File: src/rtl/bbx_pkg.sv
package bbx_pkg;

    typedef enum logic [1:0] {
        PH_SCAN  = 2'd0,
        PH_JUDGE = 2'd1,
        PH_CROP  = 2'd2
    } bbx_phase_e;

    // Open interval test used by the crop gate on both axes.
    function automatic logic bbx_strictly_between(input int lo, input int v, input int hi);
        return (v > lo) && (v < hi);
    endfunction

endpackage

File: src/rtl/bbx_coord_gen.sv
module bbx_coord_gen #(
    parameter  int WIDTH  = 210,
    parameter  int HEIGHT = 320,
    localparam int XW     = $clog2(WIDTH),
    localparam int YW     = $clog2(HEIGHT)
) (
    input  logic          clk,
    input  logic          rst_n,
    input  logic          step,
    output logic [XW-1:0] col,
    output logic [YW-1:0] row,
    output logic          at_first,
    output logic          at_last
);

    typedef struct packed {
        logic [XW-1:0] col;
        logic [YW-1:0] row;
    } pos_t;

    pos_t pos_d, pos_q;

    // Wrapping column/row counters replace a divide by WIDTH.
    always_comb begin
        pos_d = pos_q;
        if (step) begin
            if (pos_q.col == XW'(WIDTH - 1)) begin
                pos_d.col = '0;
                pos_d.row = (pos_q.row == YW'(HEIGHT - 1)) ? '0 : pos_q.row + 1'b1;
            end else begin
                pos_d.col = pos_q.col + 1'b1;
            end
        end
    end

    always_ff @(posedge clk or negedge rst_n) begin
        if (!rst_n) pos_q <= '0;
        else        pos_q <= pos_d;
    end

    assign col      = pos_q.col;
    assign row      = pos_q.row;
    assign at_first = (pos_q.col == '0) && (pos_q.row == '0);
    assign at_last  = (pos_q.col == XW'(WIDTH - 1)) && (pos_q.row == YW'(HEIGHT - 1));

    AST_COL_IN_RANGE: assert property (@(posedge clk) disable iff (!rst_n)
        (int'(pos_q.col) < WIDTH) && (int'(pos_q.row) < HEIGHT));
    AST_STALL_HOLDS_POS: assert property (@(posedge clk) disable iff (!rst_n)
        !step |=> $stable(pos_q));

endmodule

File: src/rtl/bbx_axis_track.sv
module bbx_axis_track #(
    parameter int CW = 8
) (
    input  logic          clk,
    input  logic          rst_n,
    input  logic          en,
    input  logic          restart,
    input  logic          hit,
    input  logic [CW-1:0] coord,
    output logic [CW-1:0] lo,
    output logic [CW-1:0] hi
);

    typedef struct packed {
        logic [CW-1:0] lo;
        logic [CW-1:0] hi;
    } ext_t;

    ext_t ext_d, ext_q;
    logic [CW-1:0] base_lo, base_hi, cand_lo, cand_hi;

    always_comb begin
        // A new frame compares against the sentinels, not the old box.
        base_lo = restart ? {CW{1'b1}} : ext_q.lo;
        base_hi = restart ? {CW{1'b0}} : ext_q.hi;
        // Background pixels present a sentinel that can never win.
        cand_lo = hit ? coord : {CW{1'b1}};
        cand_hi = hit ? coord : {CW{1'b0}};
        ext_d   = ext_q;
        if (en) begin
            ext_d.lo = (cand_lo < base_lo) ? cand_lo : base_lo;
            ext_d.hi = (cand_hi > base_hi) ? cand_hi : base_hi;
        end
    end

    always_ff @(posedge clk or negedge rst_n) begin
        if (!rst_n) begin
            ext_q.lo <= {CW{1'b1}};
            ext_q.hi <= {CW{1'b0}};
        end else begin
            ext_q <= ext_d;
        end
    end

    assign lo = ext_q.lo;
    assign hi = ext_q.hi;

    AST_HIT_INSIDE_BOUNDS: assert property (@(posedge clk) disable iff (!rst_n)
        en && hit |=> (lo <= $past(coord)) && (hi >= $past(coord)));
    AST_BACKGROUND_HOLDS: assert property (@(posedge clk) disable iff (!rst_n)
        en && !hit && !restart |=> $stable(lo) && $stable(hi));
    AST_IDLE_HOLDS: assert property (@(posedge clk) disable iff (!rst_n)
        !en |=> $stable(lo) && $stable(hi));

endmodule

File: src/rtl/bbx_crop_writer.sv
module bbx_crop_writer #(
    parameter int AW    = 17,
    parameter int AUX_W = 8
) (
    input  logic             clk,
    input  logic             rst_n,
    input  logic             step,
    input  logic             restart,
    input  logic             keep,
    input  logic             in_bin,
    input  logic [AUX_W-1:0] in_aux,
    output logic             wr_en,
    output logic [AW-1:0]    wr_addr,
    output logic             wr_bin,
    output logic [AUX_W-1:0] wr_aux
);

    typedef struct packed {
        logic [AW-1:0]    cnt;
        logic             en;
        logic [AW-1:0]    addr;
        logic             bin;
        logic [AUX_W-1:0] aux;
    } wr_t;

    wr_t wr_d, wr_q;
    logic [AW-1:0] cnt_base;

    always_comb begin
        cnt_base = restart ? '0 : wr_q.cnt;
        wr_d     = wr_q;
        wr_d.en  = 1'b0;
        if (step) begin
            wr_d.cnt = cnt_base;
            if (keep) begin
                wr_d.en   = 1'b1;
                wr_d.addr = cnt_base;
                wr_d.bin  = in_bin;
                wr_d.aux  = in_aux;
                wr_d.cnt  = cnt_base + 1'b1;
            end
        end
    end

    always_ff @(posedge clk or negedge rst_n) begin
        if (!rst_n) wr_q <= '0;
        else        wr_q <= wr_d;
    end

    assign wr_en   = wr_q.en;
    assign wr_addr = wr_q.addr;
    assign wr_bin  = wr_q.bin;
    assign wr_aux  = wr_q.aux;

    AST_WRITE_NEEDS_KEEP: assert property (@(posedge clk) disable iff (!rst_n)
        wr_en |-> $past(step && keep));
    AST_ADDR_ADVANCES: assert property (@(posedge clk) disable iff (!rst_n)
        wr_en |-> wr_q.cnt == wr_addr + 1'b1);

endmodule

File: src/rtl/bbox_extract.sv
module bbox_extract
    import bbx_pkg::*;
#(
    parameter  int WIDTH    = 210,
    parameter  int HEIGHT   = 320,
    parameter  int MIN_SIZE = 15,
    parameter  int AUX_W    = 8,
    localparam int XW       = $clog2(WIDTH),
    localparam int YW       = $clog2(HEIGHT),
    localparam int AW       = $clog2(WIDTH * HEIGHT)
) (
    input  logic             clk,
    input  logic             rst_n,
    input  logic             pix_valid,
    input  logic             pix_bin,
    input  logic [AUX_W-1:0] pix_aux,
    output logic [XW-1:0]    box_xmin,
    output logic [XW-1:0]    box_xmax,
    output logic [YW-1:0]    box_ymin,
    output logic [YW-1:0]    box_ymax,
    output logic             wr_en,
    output logic [AW-1:0]    wr_addr,
    output logic             wr_bin,
    output logic [AUX_W-1:0] wr_aux,
    output logic             done,
    output logic             reject
);

    localparam int MIN_SPAN = MIN_SIZE - 1;

    typedef struct packed {
        bbx_phase_e phase;
        logic       seen;
        logic       reject;
        logic       done;
    } ctl_t;

    ctl_t ctl_d, ctl_q;

    logic [XW-1:0] col;
    logic [YW-1:0] row;
    logic          at_first, at_last;
    logic          scan_step, crop_step, keep, too_small;

    bbx_coord_gen #(.WIDTH(WIDTH), .HEIGHT(HEIGHT)) u_coord (
        .clk(clk), .rst_n(rst_n), .step(scan_step | crop_step),
        .col(col), .row(row), .at_first(at_first), .at_last(at_last)
    );

    bbx_axis_track #(.CW(XW)) u_xtrk (
        .clk(clk), .rst_n(rst_n), .en(scan_step), .restart(at_first),
        .hit(pix_bin), .coord(col), .lo(box_xmin), .hi(box_xmax)
    );

    bbx_axis_track #(.CW(YW)) u_ytrk (
        .clk(clk), .rst_n(rst_n), .en(scan_step), .restart(at_first),
        .hit(pix_bin), .coord(row), .lo(box_ymin), .hi(box_ymax)
    );

    assign keep = bbx_strictly_between(int'(box_xmin), int'(col), int'(box_xmax)) &&
                  bbx_strictly_between(int'(box_ymin), int'(row), int'(box_ymax));

    bbx_crop_writer #(.AW(AW), .AUX_W(AUX_W)) u_wr (
        .clk(clk), .rst_n(rst_n), .step(crop_step), .restart(at_first),
        .keep(keep), .in_bin(pix_bin), .in_aux(pix_aux),
        .wr_en(wr_en), .wr_addr(wr_addr), .wr_bin(wr_bin), .wr_aux(wr_aux)
    );

    assign too_small = !ctl_q.seen ||
                       ((int'(box_xmax) - int'(box_xmin)) < MIN_SPAN) ||
                       ((int'(box_ymax) - int'(box_ymin)) < MIN_SPAN);

    always_comb begin
        ctl_d      = ctl_q;
        ctl_d.done = 1'b0;
        scan_step  = 1'b0;
        crop_step  = 1'b0;
        case (ctl_q.phase)
            PH_SCAN: begin
                if (pix_valid) begin
                    scan_step  = 1'b1;
                    ctl_d.seen = (at_first ? 1'b0 : ctl_q.seen) | pix_bin;
                    if (at_last) ctl_d.phase = PH_JUDGE;
                end
            end
            PH_JUDGE: begin
                ctl_d.reject = too_small;
                ctl_d.done   = too_small;
                ctl_d.phase  = too_small ? PH_SCAN : PH_CROP;
            end
            PH_CROP: begin
                if (pix_valid) begin
                    crop_step = 1'b1;
                    if (at_last) begin
                        ctl_d.phase = PH_SCAN;
                        ctl_d.done  = 1'b1;
                    end
                end
            end
            default: ctl_d.phase = PH_SCAN;
        endcase
    end

    always_ff @(posedge clk or negedge rst_n) begin
        if (!rst_n) begin
            ctl_q.phase  <= PH_SCAN;
            ctl_q.seen   <= 1'b0;
            ctl_q.reject <= 1'b0;
            ctl_q.done   <= 1'b0;
        end else begin
            ctl_q <= ctl_d;
        end
    end

    assign done   = ctl_q.done;
    assign reject = ctl_q.reject;

    AST_DONE_ONE_CYCLE: assert property (@(posedge clk) disable iff (!rst_n)
        done |=> !done);
    AST_REJECT_SKIPS_CROP: assert property (@(posedge clk) disable iff (!rst_n)
        done && reject |-> ctl_q.phase == PH_SCAN);
    AST_ACCEPT_MEETS_SIZE: assert property (@(posedge clk) disable iff (!rst_n)
        done && !reject |-> ((int'(box_xmax) - int'(box_xmin)) >= MIN_SPAN) &&
                            ((int'(box_ymax) - int'(box_ymin)) >= MIN_SPAN));
    AST_WRITE_ONLY_IN_CROP: assert property (@(posedge clk) disable iff (!rst_n)
        wr_en |-> $past(ctl_q.phase) == PH_CROP);
    AST_WRITE_STRICTLY_INSIDE: assert property (@(posedge clk) disable iff (!rst_n)
        wr_en |-> (int'($past(col)) > int'(box_xmin)) && (int'($past(col)) < int'(box_xmax)) &&
                  (int'($past(row)) > int'(box_ymin)) && (int'($past(row)) < int'(box_ymax)));

endmodule

File: config.mk
export PLATFORM = sky130hd
export DESIGN_NAME = bbox_extract
export DESIGN_NICKNAME = d
export VERILOG_FILES = /design/src/rtl/bbx_pkg.sv /design/src/rtl/bbx_coord_gen.sv /design/src/rtl/bbx_axis_track.sv /design/src/rtl/bbx_crop_writer.sv /design/src/rtl/bbox_extract.sv
export SDC_FILE = /design/constraint.sdc
export NUM_CORES = 1
export LEC_CHECK = 0
export ABC_CLOCK_PERIOD_IN_PS = 7680
export BUFFER_PORTS_ARGS = -buffer_cell sky130_fd_sc_hd__buf_4
export CAP_MARGIN = 20
export CORE_ASPECT_RATIO = 1.4
export CORE_UTILIZATION = 60
export DETAILED_ROUTE_END_ITERATION = 12
export HOLD_SLACK_MARGIN = 0.05
export PLACE_DENSITY = 0.92
export SYNTH_ARGS = -nofsm -noshare
export SYNTH_HDL_FRONTEND = slang
export SYNTH_SLANG_ARGS = --single-unit
File: constraint.sdc
create_clock -name clk -period 7.68 [get_ports clk]
set_input_delay 0.384 -clock clk [delete_from_list [all_inputs] [get_ports clk]]
set_output_delay 0.384 -clock clk [all_outputs]
set_load 0.005 [all_outputs]
==> impl_results.html, run 1 <==
<table>
<tr><th>Metric</th><th>Value</th></tr>
<tr><th colspan="2">Cells and area</th></tr>
<tr><td>Number of antenna repair diodes</td><td>0</td></tr>
<tr><td>Layout area overhead</td><td>10.9%</td></tr>
<tr><td>Commonest cells after routing, fill and taps aside</td><td>88 x sky130_fd_sc_hd__ha_1, 83 x sky130_fd_sc_hd__dfrtp_1, 79 x sky130_fd_sc_hd__nand2_1</td></tr>
<tr><td>Non-filler cells in the finished layout</td><td>972</td></tr>
<tr><td>Most common library cell in the layout ignoring fill and taps</td><td>sky130_fd_sc_hd__ha_1</td></tr>
<tr><td>Final layout net count</td><td>922</td></tr>
<tr><td>Layout cell share with drive strength beyond 1</td><td>0.162</td></tr>
<tr><td>Filler cell count in the final layout</td><td>921</td></tr>
<tr><th colspan="2">Detailed routing</th></tr>
<tr><td>Vias/cell</td><td>6.46</td></tr>
<tr><td>1st-pass router iterations</td><td>5</td></tr>
<tr><td>DRT iter0 DRCs</td><td>465</td></tr>
<tr><td>Number of vias in the routed layout</td><td>6,282</td></tr>
<tr><td>Wire length per cell</td><td>18.9 um</td></tr>
<tr><td>DRC</td><td>0</td></tr>
<tr><td>Number of nets still failing antenna checks after routing</td><td>0</td></tr>
<tr><td>DRT Wirelength</td><td>18,300 um</td></tr>
<tr><th colspan="2">Timing</th></tr>
<tr><td>Achievable frequency</td><td>243 MHz</td></tr>
<tr><td>Post-Route Skew</td><td>0.00955 ns</td></tr>
<tr><td>Transition time at the pin with the least slew margin</td><td>0.994 ns</td></tr>
<tr><td>Final setup violation count</td><td>0</td></tr>
<tr><td>Number of hold violations in the final report</td><td>0</td></tr>
<tr><td>Worst Setup Slack, final</td><td>3.57 ns</td></tr>
<tr><td>Headroom to the max-slew limit</td><td>0.332</td></tr>
<tr><td>Worst-case hold slack</td><td>0.255 ns</td></tr>
<tr><td>Sum of negative setup slack</td><td>0 ns</td></tr>
<tr><td>Final period demand of the worst path</td><td>4.11 ns</td></tr>
<tr><td>Setup repair after global routing missed its margin</td><td>no</td></tr>
<tr><td>Pins over their slew limit</td><td>0</td></tr>
<tr><td>Final cycle utilization of the critical path</td><td>0.535</td></tr>
<tr><th colspan="2">Clocking</th></tr>
<tr><td>PostCTS Resize Cnt</td><td>0</td></tr>
<tr><td>Level count of the clock H-tree</td><td>3</td></tr>
<tr><td>Setup bufs post-CTS</td><td>0</td></tr>
<tr><td>Clock Path Buffers</td><td>2</td></tr>
<tr><td>Root buffer cell</td><td>sky130_fd_sc_hd__clkbuf_16</td></tr>
<tr><td>Clock buffers created by TritonCTS</td><td>9</td></tr>
<tr><td>Insertion delay of the later-clocked pin in the worst-skew pair</td><td>0.35 ns</td></tr>
<tr><td>TritonCTS clock tree</td><td>yes</td></tr>
<tr><td>CTS sink count</td><td>100</td></tr>
<tr><td>Clock-pin slew reported for the worst setup and hold paths after clock tree synthesis</td><td>0.08 ns</td></tr>
<tr><th colspan="2">Global route</th></tr>
<tr><td>Global-route wire length before repair</td><td>29,600 um</td></tr>
<tr><td>Pin count of the biggest net entering global routing</td><td>81</td></tr>
<tr><td>Remaining global-route overflow</td><td>0</td></tr>
<tr><td>Antenna violations before repair</td><td>0</td></tr>
<tr><td>Vias in the first global route</td><td>6,174</td></tr>
<tr><td>Global-route total usage across every layer</td><td>0.301</td></tr>
<tr><th colspan="2">Setup path</th></tr>
<tr><td>Crit path max fanout</td><td>19</td></tr>
<tr><td>Crit path launch type</td><td>register</td></tr>
<tr><td>Slowest stage cell on the critical path</td><td>sky130_fd_sc_hd__nor3_1</td></tr>
<tr><td>Delay-heaviest family, CP</td><td>simple AND/OR/NAND/NOR gates</td></tr>
<tr><td>Critical Path End Type</td><td>register</td></tr>
<tr><td>Number of buffer and inverter instances along the worst setup path</td><td>1</td></tr>
<tr><td>Data arrival, critical path</td><td>4.39 ns</td></tr>
<tr><td>Data required time of the critical path</td><td>7.96 ns</td></tr>
<tr><td>Cell chain of the critical path</td><td>inv_1 -&gt; ha_1 -&gt; nor4b_2 -&gt; nand4_1 -&gt; and2_1 -&gt; ha_1 -&gt; nor2b_1 -&gt; o21ai_0 -&gt; nand2b_1 -&gt; a21oi_1 -&gt; o21a_1 -&gt; nor3_1 -&gt; a22o_1</td></tr>
<tr><td>Cell with the most instances on the worst path</td><td>sky130_fd_sc_hd__ha_1</td></tr>
<tr><td>Critical path start-end classification</td><td>register to register</td></tr>
<tr><td>Peak per-stage delay on the critical path</td><td>0.79 ns</td></tr>
<tr><th colspan="2">Synthesis</th></tr>
<tr><td>Proportion of synthesized chip area in sequential cells</td><td>0.349</td></tr>
<tr><td>Netlist cell types</td><td>67</td></tr>
<tr><td>Ys async rst share</td><td>1.00</td></tr>
<tr><td>Number of synthesized flops with an enable pin</td><td>0</td></tr>
<tr><td>Top flip-flop cell by instance count after synthesis</td><td>sky130_fd_sc_hd__dfrtp_1</td></tr>
<tr><td>Number of warnings printed during yosys synthesis</td><td>0</td></tr>
<tr><td>Gate Count Post-Synth</td><td>789</td></tr>
<tr><td>Syn_nets</td><td>891</td></tr>
<tr><td>Avg Synthesized Cell Area</td><td>9.16 sq um</td></tr>
<tr><td>Post-Syn Area</td><td>7230 sq um</td></tr>
<tr><td>Number of storage elements in the synthesis netlist</td><td>100</td></tr>
<tr><th colspan="2">Place</th></tr>
<tr><td>PortBufs</td><td>74</td></tr>
<tr><td>Number of instances in the placed design</td><td>954</td></tr>
<tr><td>Worst setup slack after placement</td><td>3.71 ns</td></tr>
<tr><td>Weighted congestion reported at the end of routability-driven placement</td><td>0.986</td></tr>
<tr><td>DP HPWL</td><td>13,300 um</td></tr>
<tr><th colspan="2">Pwr</th></tr>
<tr><td>Worst ir drop on vdd</td><td>0.000175 V</td></tr>
<tr><td>Leakage Power</td><td>4.01 nW</td></tr>
<tr><td>Power per cell area</td><td>265 nW/um^2</td></tr>
<tr><td>Overall power consumption</td><td>2.12 mW</td></tr>
<tr><th colspan="2">Floorplanning</th></tr>
<tr><td>Floorplan die area</td><td>12,500 sq um</td></tr>
<tr><td>Top-Level Pins</td><td>75</td></tr>
<tr><td>Die width</td><td>94.8 um</td></tr>
<tr><td>Initial Util</td><td>0.614</td></tr>
<tr><td>Number of placement rows</td><td>47</td></tr>
<tr><td>Chip height</td><td>132 um</td></tr>
<tr><td>Placeable core region</td><td>11,800 sq um</td></tr>
<tr><th colspan="2">Min path</th></tr>
<tr><td>Path category of the worst min-delay check</td><td>input port to register</td></tr>
<tr><th colspan="2">Flow run</th></tr>
<tr><td>Maximum capacitance violations</td><td>0</td></tr>
<tr><th colspan="2">Status</th></tr>
<tr><td>Status</td><td>finished clean</td></tr>
</table>
cell usage after synthesis, types with 5 or more instances:
library cell | instances | share of area
sky130_fd_sc_hd__ha_1 | 88 | 0.15
sky130_fd_sc_hd__dfrtp_1 | 83 | 0.29
sky130_fd_sc_hd__nand2_1 | 79 | 0.041
sky130_fd_sc_hd__nor2_1 | 46 | 0.024
sky130_fd_sc_hd__inv_1 | 45 | 0.023
sky130_fd_sc_hd__o21ai_0 | 37 | 0.026
sky130_fd_sc_hd__a21oi_1 | 26 | 0.018
sky130_fd_sc_hd__buf_4 | 26 | 0.027
sky130_fd_sc_hd__and2_1 | 25 | 0.022
sky130_fd_sc_hd__nand3_1 | 20 | 0.014
sky130_fd_sc_hd__nand4_1 | 20 | 0.017
sky130_fd_sc_hd__o22a_1 | 20 | 0.024
sky130_fd_sc_hd__clkbuf_1 | 19 | 0.0099
sky130_fd_sc_hd__a22o_1 | 18 | 0.022
sky130_fd_sc_hd__nand2b_1 | 18 | 0.016
sky130_fd_sc_hd__dfstp_2 | 17 | 0.062
sky130_fd_sc_hd__a21o_1 | 15 | 0.016
sky130_fd_sc_hd__nor3_1 | 15 | 0.010
sky130_fd_sc_hd__and3_1 | 13 | 0.011
sky130_fd_sc_hd__mux2_2 | 12 | 0.019
sky130_fd_sc_hd__buf_2 | 11 | 0.0076
sky130_fd_sc_hd__nor2b_1 | 11 | 0.0095
sky130_fd_sc_hd__nor4_1 | 11 | 0.0095
sky130_fd_sc_hd__o21a_1 | 11 | 0.011
sky130_fd_sc_hd__xnor2_1 | 8 | 0.0097
sky130_fd_sc_hd__a211o_1 | 7 | 0.0085
sky130_fd_sc_hd__a31oi_1 | 7 | 0.0061
sky130_fd_sc_hd__and4_1 | 5 | 0.0061
sky130_fd_sc_hd__mux2i_1 | 5 | 0.0069
final cells by class:
cell class | count | area, sq um | area share
Timing Repair Buffer | 79 | 616 | 0.0768
Sequential cell | 100 | 2520 | 0.315
Tap cell | 147 | 184 | 0.0229
Clock inverter | 6 | 82.6 | 0.0103
Inverter | 45 | 169 | 0.0211
Clock buffer | 10 | 239 | 0.0298
Multi-Input combinational cell | 585 | 4200 | 0.524
state kept, by name, summed over array words and instances (netlist names):
name and cells:
u_wr.wr_bin 1, u_wr.wr_q 17, u_wr.wr_addr 17, ctl_q 3, u_coord.row 9, u_wr.wr_aux 8
u_ytrk.hi 9, u_ytrk.lo 9, done 1, u_xtrk.lo 8, u_wr.wr_en 1, u_xtrk.hi 8
reject 1, u_coord.col 8
worst reg2reg max path, cell delays in order (launching register included):
cell,delay (ns)
sky130_fd_sc_hd__dfrtp_1,0.46
sky130_fd_sc_hd__inv_1,0.20
sky130_fd_sc_hd__ha_1,0.17
sky130_fd_sc_hd__nor4b_2,0.27
sky130_fd_sc_hd__nand4_1,0.71
sky130_fd_sc_hd__and2_1,0.46
sky130_fd_sc_hd__ha_1,0.18
sky130_fd_sc_hd__nor2b_1,0.09
sky130_fd_sc_hd__o21ai_0,0.09
sky130_fd_sc_hd__nand2b_1,0.10
sky130_fd_sc_hd__a21oi_1,0.07
sky130_fd_sc_hd__o21a_1,0.18
sky130_fd_sc_hd__nor3_1,0.79
sky130_fd_sc_hd__a22o_1,0.27
where the power goes:
group	internal, mW	switching [mW]	total [mW]
Clock	0.269	0.221	0.489
Sequential	0.621	0.127	0.748
Combinational	0.418	0.468	0.886
metal layers:
layer / vias up / wire [um] / GRT usage
met5: - / 0 / 0
met4: 0 / 1150 / 0.210
met3: 74 / 917 / 0.0334
met2: 264 / 9400 / 0.514
met1: 3033 / 6860 / 0.343
li1: 2911 / - / -
cell families (layout without fill, tap and decap cells):
family,Yosys count,count (layout),share of synthesized area
buf+inv,104,140,0.0694
compound gates,189,189,0.185
flops,100,100,0.349
xor+xnor,12,12,0.0145
fa+ha+maj,90,90,0.158
mux,18,18,0.0272
simple gates,276,276,0.197
final timing paths:
path / cells past startpoint / slack, ns / end / from
max in group asynchronous: 4 / 6.30 / u_xtrk.lo[1] / rst_n
hold reg to reg: 2 / 0.48 / u_wr.wr_addr[15] / u_wr.wr_addr[15]
setup reg to reg: 13 / 3.57 / u_xtrk.hi[3] / u_coord.col[0]
hold / removal: 2 / 0.25 / u_wr.wr_aux[7] / pix_aux[7]
setup / recovery: 13 / 3.57 / u_xtrk.hi[3] / u_coord.col[0]
min in group asynchronous: 2 / 0.46 / u_xtrk.hi[5] / rst_n
through the flow:
| stage | util | area [sq um] |
|---|---|---|
| 6_report | 0.681 | 8020 |
| 5_1_grt | 0.681 | 8020 |
| 4_1_cts | 0.679 | 7990 |
| 3_5_place_dp | 0.651 | 7660 |
| 3_3_place_gp | 0.651 | 7660 |
| 2_1_floorplan | - | 7230 |
repair_timing:
action / in CTS / in global routing
hold endpoints to repair: 17 / 0
setup endpoints to repair: 0 / 0
hold buffers: 1 / 0
Note: power is estimated with default switching activity, not from simulation.
==> run 2, diff against run 1 <==
--- a/config.mk
+++ b/config.mk
@@ -5,7 +5,7 @@
 export SDC_FILE = /design/constraint.sdc
 export NUM_CORES = 1
 export LEC_CHECK = 0
-export ABC_CLOCK_PERIOD_IN_PS = 7680
+export ABC_CLOCK_PERIOD_IN_PS = 3930
 export BUFFER_PORTS_ARGS = -buffer_cell sky130_fd_sc_hd__buf_4
 export CAP_MARGIN = 20
 export CORE_ASPECT_RATIO = 1.4
==> constraint.sdc (replaced) <==
create_clock -name clk -period 3.93 [get_ports clk]
set_input_delay 0.1965 -clock clk [delete_from_list [all_inputs] [get_ports clk]]
set_output_delay 0.1965 -clock clk [all_outputs]
set_load 0.005 [all_outputs]
==> impl_results.html, run 2 (synthesis results as in run 1) <==
<table>
<tr><th>Metric</th><th>Value</th></tr>
<tr><th colspan="2">Status</th></tr>
<tr><td>Status</td><td>finished clean</td></tr>
<tr><th colspan="2">Cells and area</th></tr>
<tr><td>Most common library cell in the layout ignoring fill and taps</td><td>sky130_fd_sc_hd__buf_4</td></tr>
<tr><td>Filler cell count in the final layout</td><td>885 (-3.9%)</td></tr>
<tr><td>Finished Cell Area</td><td>8080 sq um (+0.78%)</td></tr>
<tr><td>Layout cell share with drive strength beyond 1</td><td>0.174 (+0.0118)</td></tr>
<tr><td>Commonest cells after routing, fill and taps aside</td><td>91 x sky130_fd_sc_hd__buf_4, 88 x sky130_fd_sc_hd__ha_1, 83 x sky130_fd_sc_hd__dfrtp_1</td></tr>
<tr><td>Final layout net count</td><td>935 (+1.4%)</td></tr>
<tr><td>Layout area overhead</td><td>11.8%</td></tr>
<tr><td>Number of antenna repair diodes</td><td>0 (unchanged)</td></tr>
<tr><th colspan="2">Timing</th></tr>
<tr><td>Final cycle utilization of the critical path</td><td>0.934 (+0.399)</td></tr>
<tr><td>Setup repair after global routing missed its margin</td><td>no</td></tr>
<tr><td>Final period demand of the worst path</td><td>3.67 ns (-0.436 ns)</td></tr>
<tr><td>Headroom to the max-slew limit</td><td>0.345 (+0.0122)</td></tr>
<tr><td>Post-Route Skew</td><td>0.00882 ns (-0.000736 ns)</td></tr>
<tr><td>Pins over their slew limit</td><td>0 (unchanged)</td></tr>
<tr><td>Transition time at the pin with the least slew margin</td><td>0.975 ns (-0.0182 ns)</td></tr>
<tr><td>Worst-case hold slack</td><td>0.0605 ns (-0.194 ns)</td></tr>
<tr><td>Number of hold violations in the final report</td><td>0 (unchanged)</td></tr>
<tr><td>Sum of negative setup slack</td><td>0 ns (unchanged)</td></tr>
<tr><td>Achievable frequency</td><td>272 MHz (+12%)</td></tr>
<tr><td>Final setup violation count</td><td>0 (unchanged)</td></tr>
<tr><th colspan="2">Clocking</th></tr>
<tr><td>Clock buffers created by TritonCTS</td><td>9 (unchanged)</td></tr>
<tr><td>Setup bufs post-CTS</td><td>0 (unchanged)</td></tr>
<tr><td>Clock-pin slew reported for the worst setup and hold paths after clock tree synthesis</td><td>0.07 ns (about the same)</td></tr>
<tr><td>Clock Path Buffers</td><td>2 (unchanged)</td></tr>
<tr><td>Level count of the clock H-tree</td><td>3 (unchanged)</td></tr>
<tr><td>CTS sink count</td><td>100 (unchanged)</td></tr>
<tr><td>PostCTS Resize Cnt</td><td>0 (unchanged)</td></tr>
<tr><td>Insertion delay of the later-clocked pin in the worst-skew pair</td><td>0.35 ns (about the same)</td></tr>
<tr><td>Number of hold buffers added after cts</td><td>1 (unchanged)</td></tr>
<tr><td>Root buffer cell</td><td>sky130_fd_sc_hd__clkbuf_16</td></tr>
<tr><td>TritonCTS clock tree</td><td>yes</td></tr>
<tr><th colspan="2">Setup path</th></tr>
<tr><td>Data required time of the critical path</td><td>4.20 ns (-3.76 ns)</td></tr>
<tr><td>Data arrival, critical path</td><td>3.94 ns (-0.45 ns)</td></tr>
<tr><td>Crit path max fanout</td><td>11 (-8)</td></tr>
<tr><td>Critical Path End Type</td><td>register</td></tr>
<tr><td>Crit path launch type</td><td>register</td></tr>
<tr><td>Critical path start-end classification</td><td>register to register</td></tr>
<tr><th colspan="2">Global route</th></tr>
<tr><td>Remaining global-route overflow</td><td>0 (unchanged)</td></tr>
<tr><td>Vias in the first global route</td><td>6,289 (+1.9%)</td></tr>
<tr><td>GR met2 Demand/Resource</td><td>0.528 (+0.0148)</td></tr>
<tr><td>Antenna violations before repair</td><td>0 (unchanged)</td></tr>
<tr><td>Global-route total usage across every layer</td><td>0.313 (+0.0117)</td></tr>
<tr><td>Global-route wire length before repair</td><td>30,300 um (+2.5%)</td></tr>
<tr><td>Pin count of the biggest net entering global routing</td><td>74 (-8.6%)</td></tr>
<tr><td>Met3 usage in global routing</td><td>0.0369 (+0.00346)</td></tr>
<tr><td>Global Route met1 Usage</td><td>0.347 (+0.00397)</td></tr>
<tr><td>GRT busiest layer</td><td>met2</td></tr>
<tr><th colspan="2">Detailed routing</th></tr>
<tr><td>Number of nets still failing antenna checks after routing</td><td>0 (unchanged)</td></tr>
<tr><td>1st-pass router iterations</td><td>5 (unchanged)</td></tr>
<tr><td>Wire length per cell</td><td>19.0 um (+0.82%)</td></tr>
<tr><td>DRT iter0 DRCs</td><td>387 (-17%)</td></tr>
<tr><td>DRC</td><td>0 (unchanged)</td></tr>
<tr><td>DRT Wirelength</td><td>18,700 um (+2.2%)</td></tr>
<tr><td>Vias/cell</td><td>6.36 (-1.6%)</td></tr>
<tr><td>Number of vias in the routed layout</td><td>6,262 (-0.32%)</td></tr>
<tr><th colspan="2">Pwr</th></tr>
<tr><td>Share of total power consumed by net switching</td><td>0.385 (+0.000445)</td></tr>
<tr><td>Internal</td><td>2.57 mW (+97%)</td></tr>
<tr><td>Worst ir drop on vdd</td><td>0.000362 V (+110%)</td></tr>
<tr><td>Part of the total power dissipated in the clock network</td><td>0.217 (-0.013)</td></tr>
<tr><td>Net Sw Power</td><td>1.61 mW (+97%)</td></tr>
<tr><td>Leakage Power</td><td>4.07 nW (+1.4%)</td></tr>
<tr><td>Power per cell area</td><td>517 nW/um^2 (+95%)</td></tr>
<tr><td>Sequential cell fraction of total power</td><td>0.340 (-0.012)</td></tr>
<tr><td>Relative contribution of combinational cells to total power</td><td>0.442 (+0.025)</td></tr>
<tr><th colspan="2">Place</th></tr>
<tr><td>Area post-placement</td><td>7760 sq um (+1.4%)</td></tr>
<tr><td>DP HPWL</td><td>13,500 um (+1.5%)</td></tr>
<tr><td>PortBufs</td><td>74 (unchanged)</td></tr>
<tr><td>Weighted congestion reported at the end of routability-driven placement</td><td>0.931 (-5.5%)</td></tr>
<tr><th colspan="2">Min path</th></tr>
<tr><td>Path category of the worst min-delay check</td><td>input port to register</td></tr>
<tr><th colspan="2">Floorplanning</th></tr>
<tr><td>Initial Util</td><td>0.614 (unchanged)</td></tr>
<tr><td>Placeable core region</td><td>11,800 sq um (unchanged)</td></tr>
<tr><td>Number of placement rows</td><td>47 (unchanged)</td></tr>
<tr><td>Chip height</td><td>132 um (unchanged)</td></tr>
<tr><td>Top-Level Pins</td><td>75 (unchanged)</td></tr>
<tr><td>Die width</td><td>94.8 um (unchanged)</td></tr>
<tr><td>Floorplan die area</td><td>12,500 sq um (unchanged)</td></tr>
<tr><th colspan="2">Flow run</th></tr>
<tr><td>Maximum capacitance violations</td><td>0 (unchanged)</td></tr>
</table>
-- run 2: cell count changes in the layout (fill, tap and decap cells not counted), sizes merged --
cell / change
buf: +13
bufinv: -1
clkinvlp: -1
clkbuf: +2
clkinv: +1
inv: -1
-- run 2: worst max-delay path: stages, from the launching register on --
cell and delay [ns]:
sky130_fd_sc_hd__dfrtp_1 0.45, sky130_fd_sc_hd__inv_1 0.22, sky130_fd_sc_hd__ha_1 0.18, sky130_fd_sc_hd__nor4b_2 0.27, sky130_fd_sc_hd__and4_1 0.52, sky130_fd_sc_hd__nor2_1 0.08
sky130_fd_sc_hd__ha_1 0.30, sky130_fd_sc_hd__a211o_1 0.32, sky130_fd_sc_hd__a2111oi_2 0.36, sky130_fd_sc_hd__a21oi_1 0.16, sky130_fd_sc_hd__or2_0 0.40, sky130_fd_sc_hd__o22a_1 0.32
-- run 2: worst paths after layout --
kind,startpoint,depth (start not counted),end,slack (ns)
hold / removal,pix_aux[7],2,u_wr.wr_aux[7],0.06
min in group asynchronous,rst_n,2,u_wr.wr_addr[6],0.52
hold reg to reg,u_wr.wr_addr[8],2,u_wr.wr_addr[8],0.48
setup reg to reg,u_coord.col[0],11,u_xtrk.lo[1],0.26
max in group asynchronous,rst_n,3,u_ytrk.lo[6],2.44
setup / recovery,u_coord.col[0],11,u_xtrk.lo[1],0.26
-- run 2: power by group through the flow --
stage	registers, mW	clock network, mW	logic (mW)
6_report	1.42	0.908	1.85
5_1_grt	1.43	0.964	2.05
4_1_cts	1.41	0.916	1.83
3_5_place_dp	1.43	0	1.81
3_3_place_gp	1.43	0	1.73
2_1_floorplan	1.37	0	1.24
-- run 2: cell type report --
type | instances | area [sq um] | share of cell area
clock inverters | 4 | 27.5 | 0.00341
flip-flops and latches | 100 | 2520 | 0.312
well taps | 147 | 184 | 0.0228
clock buffers | 12 | 279 | 0.0345
repair buffers | 92 | 693 | 0.0858
inverters | 45 | 169 | 0.0209
multi-input cells | 585 | 4200 | 0.520
-- run 2: layer usage --
metal	vias to the layer above	share of wire
li1	2918	-
met3	94	0.047
met5	-	0
met4	0	0.073
met1	2998	0.37
met2	252	0.51
-- run 2: per-stage QoR --
stage	util	power, mW	setup slack (ns)	std cells
after floorplan	-	2.60	0.368	789
after global placement	0.660	3.16	0.552	968
after detailed placement	0.660	3.24	0.416	968
after CTS	0.687	4.16	0.364	985
after global routing	0.687	4.44	0.0517	985
final	0.687	4.18	0.258	985
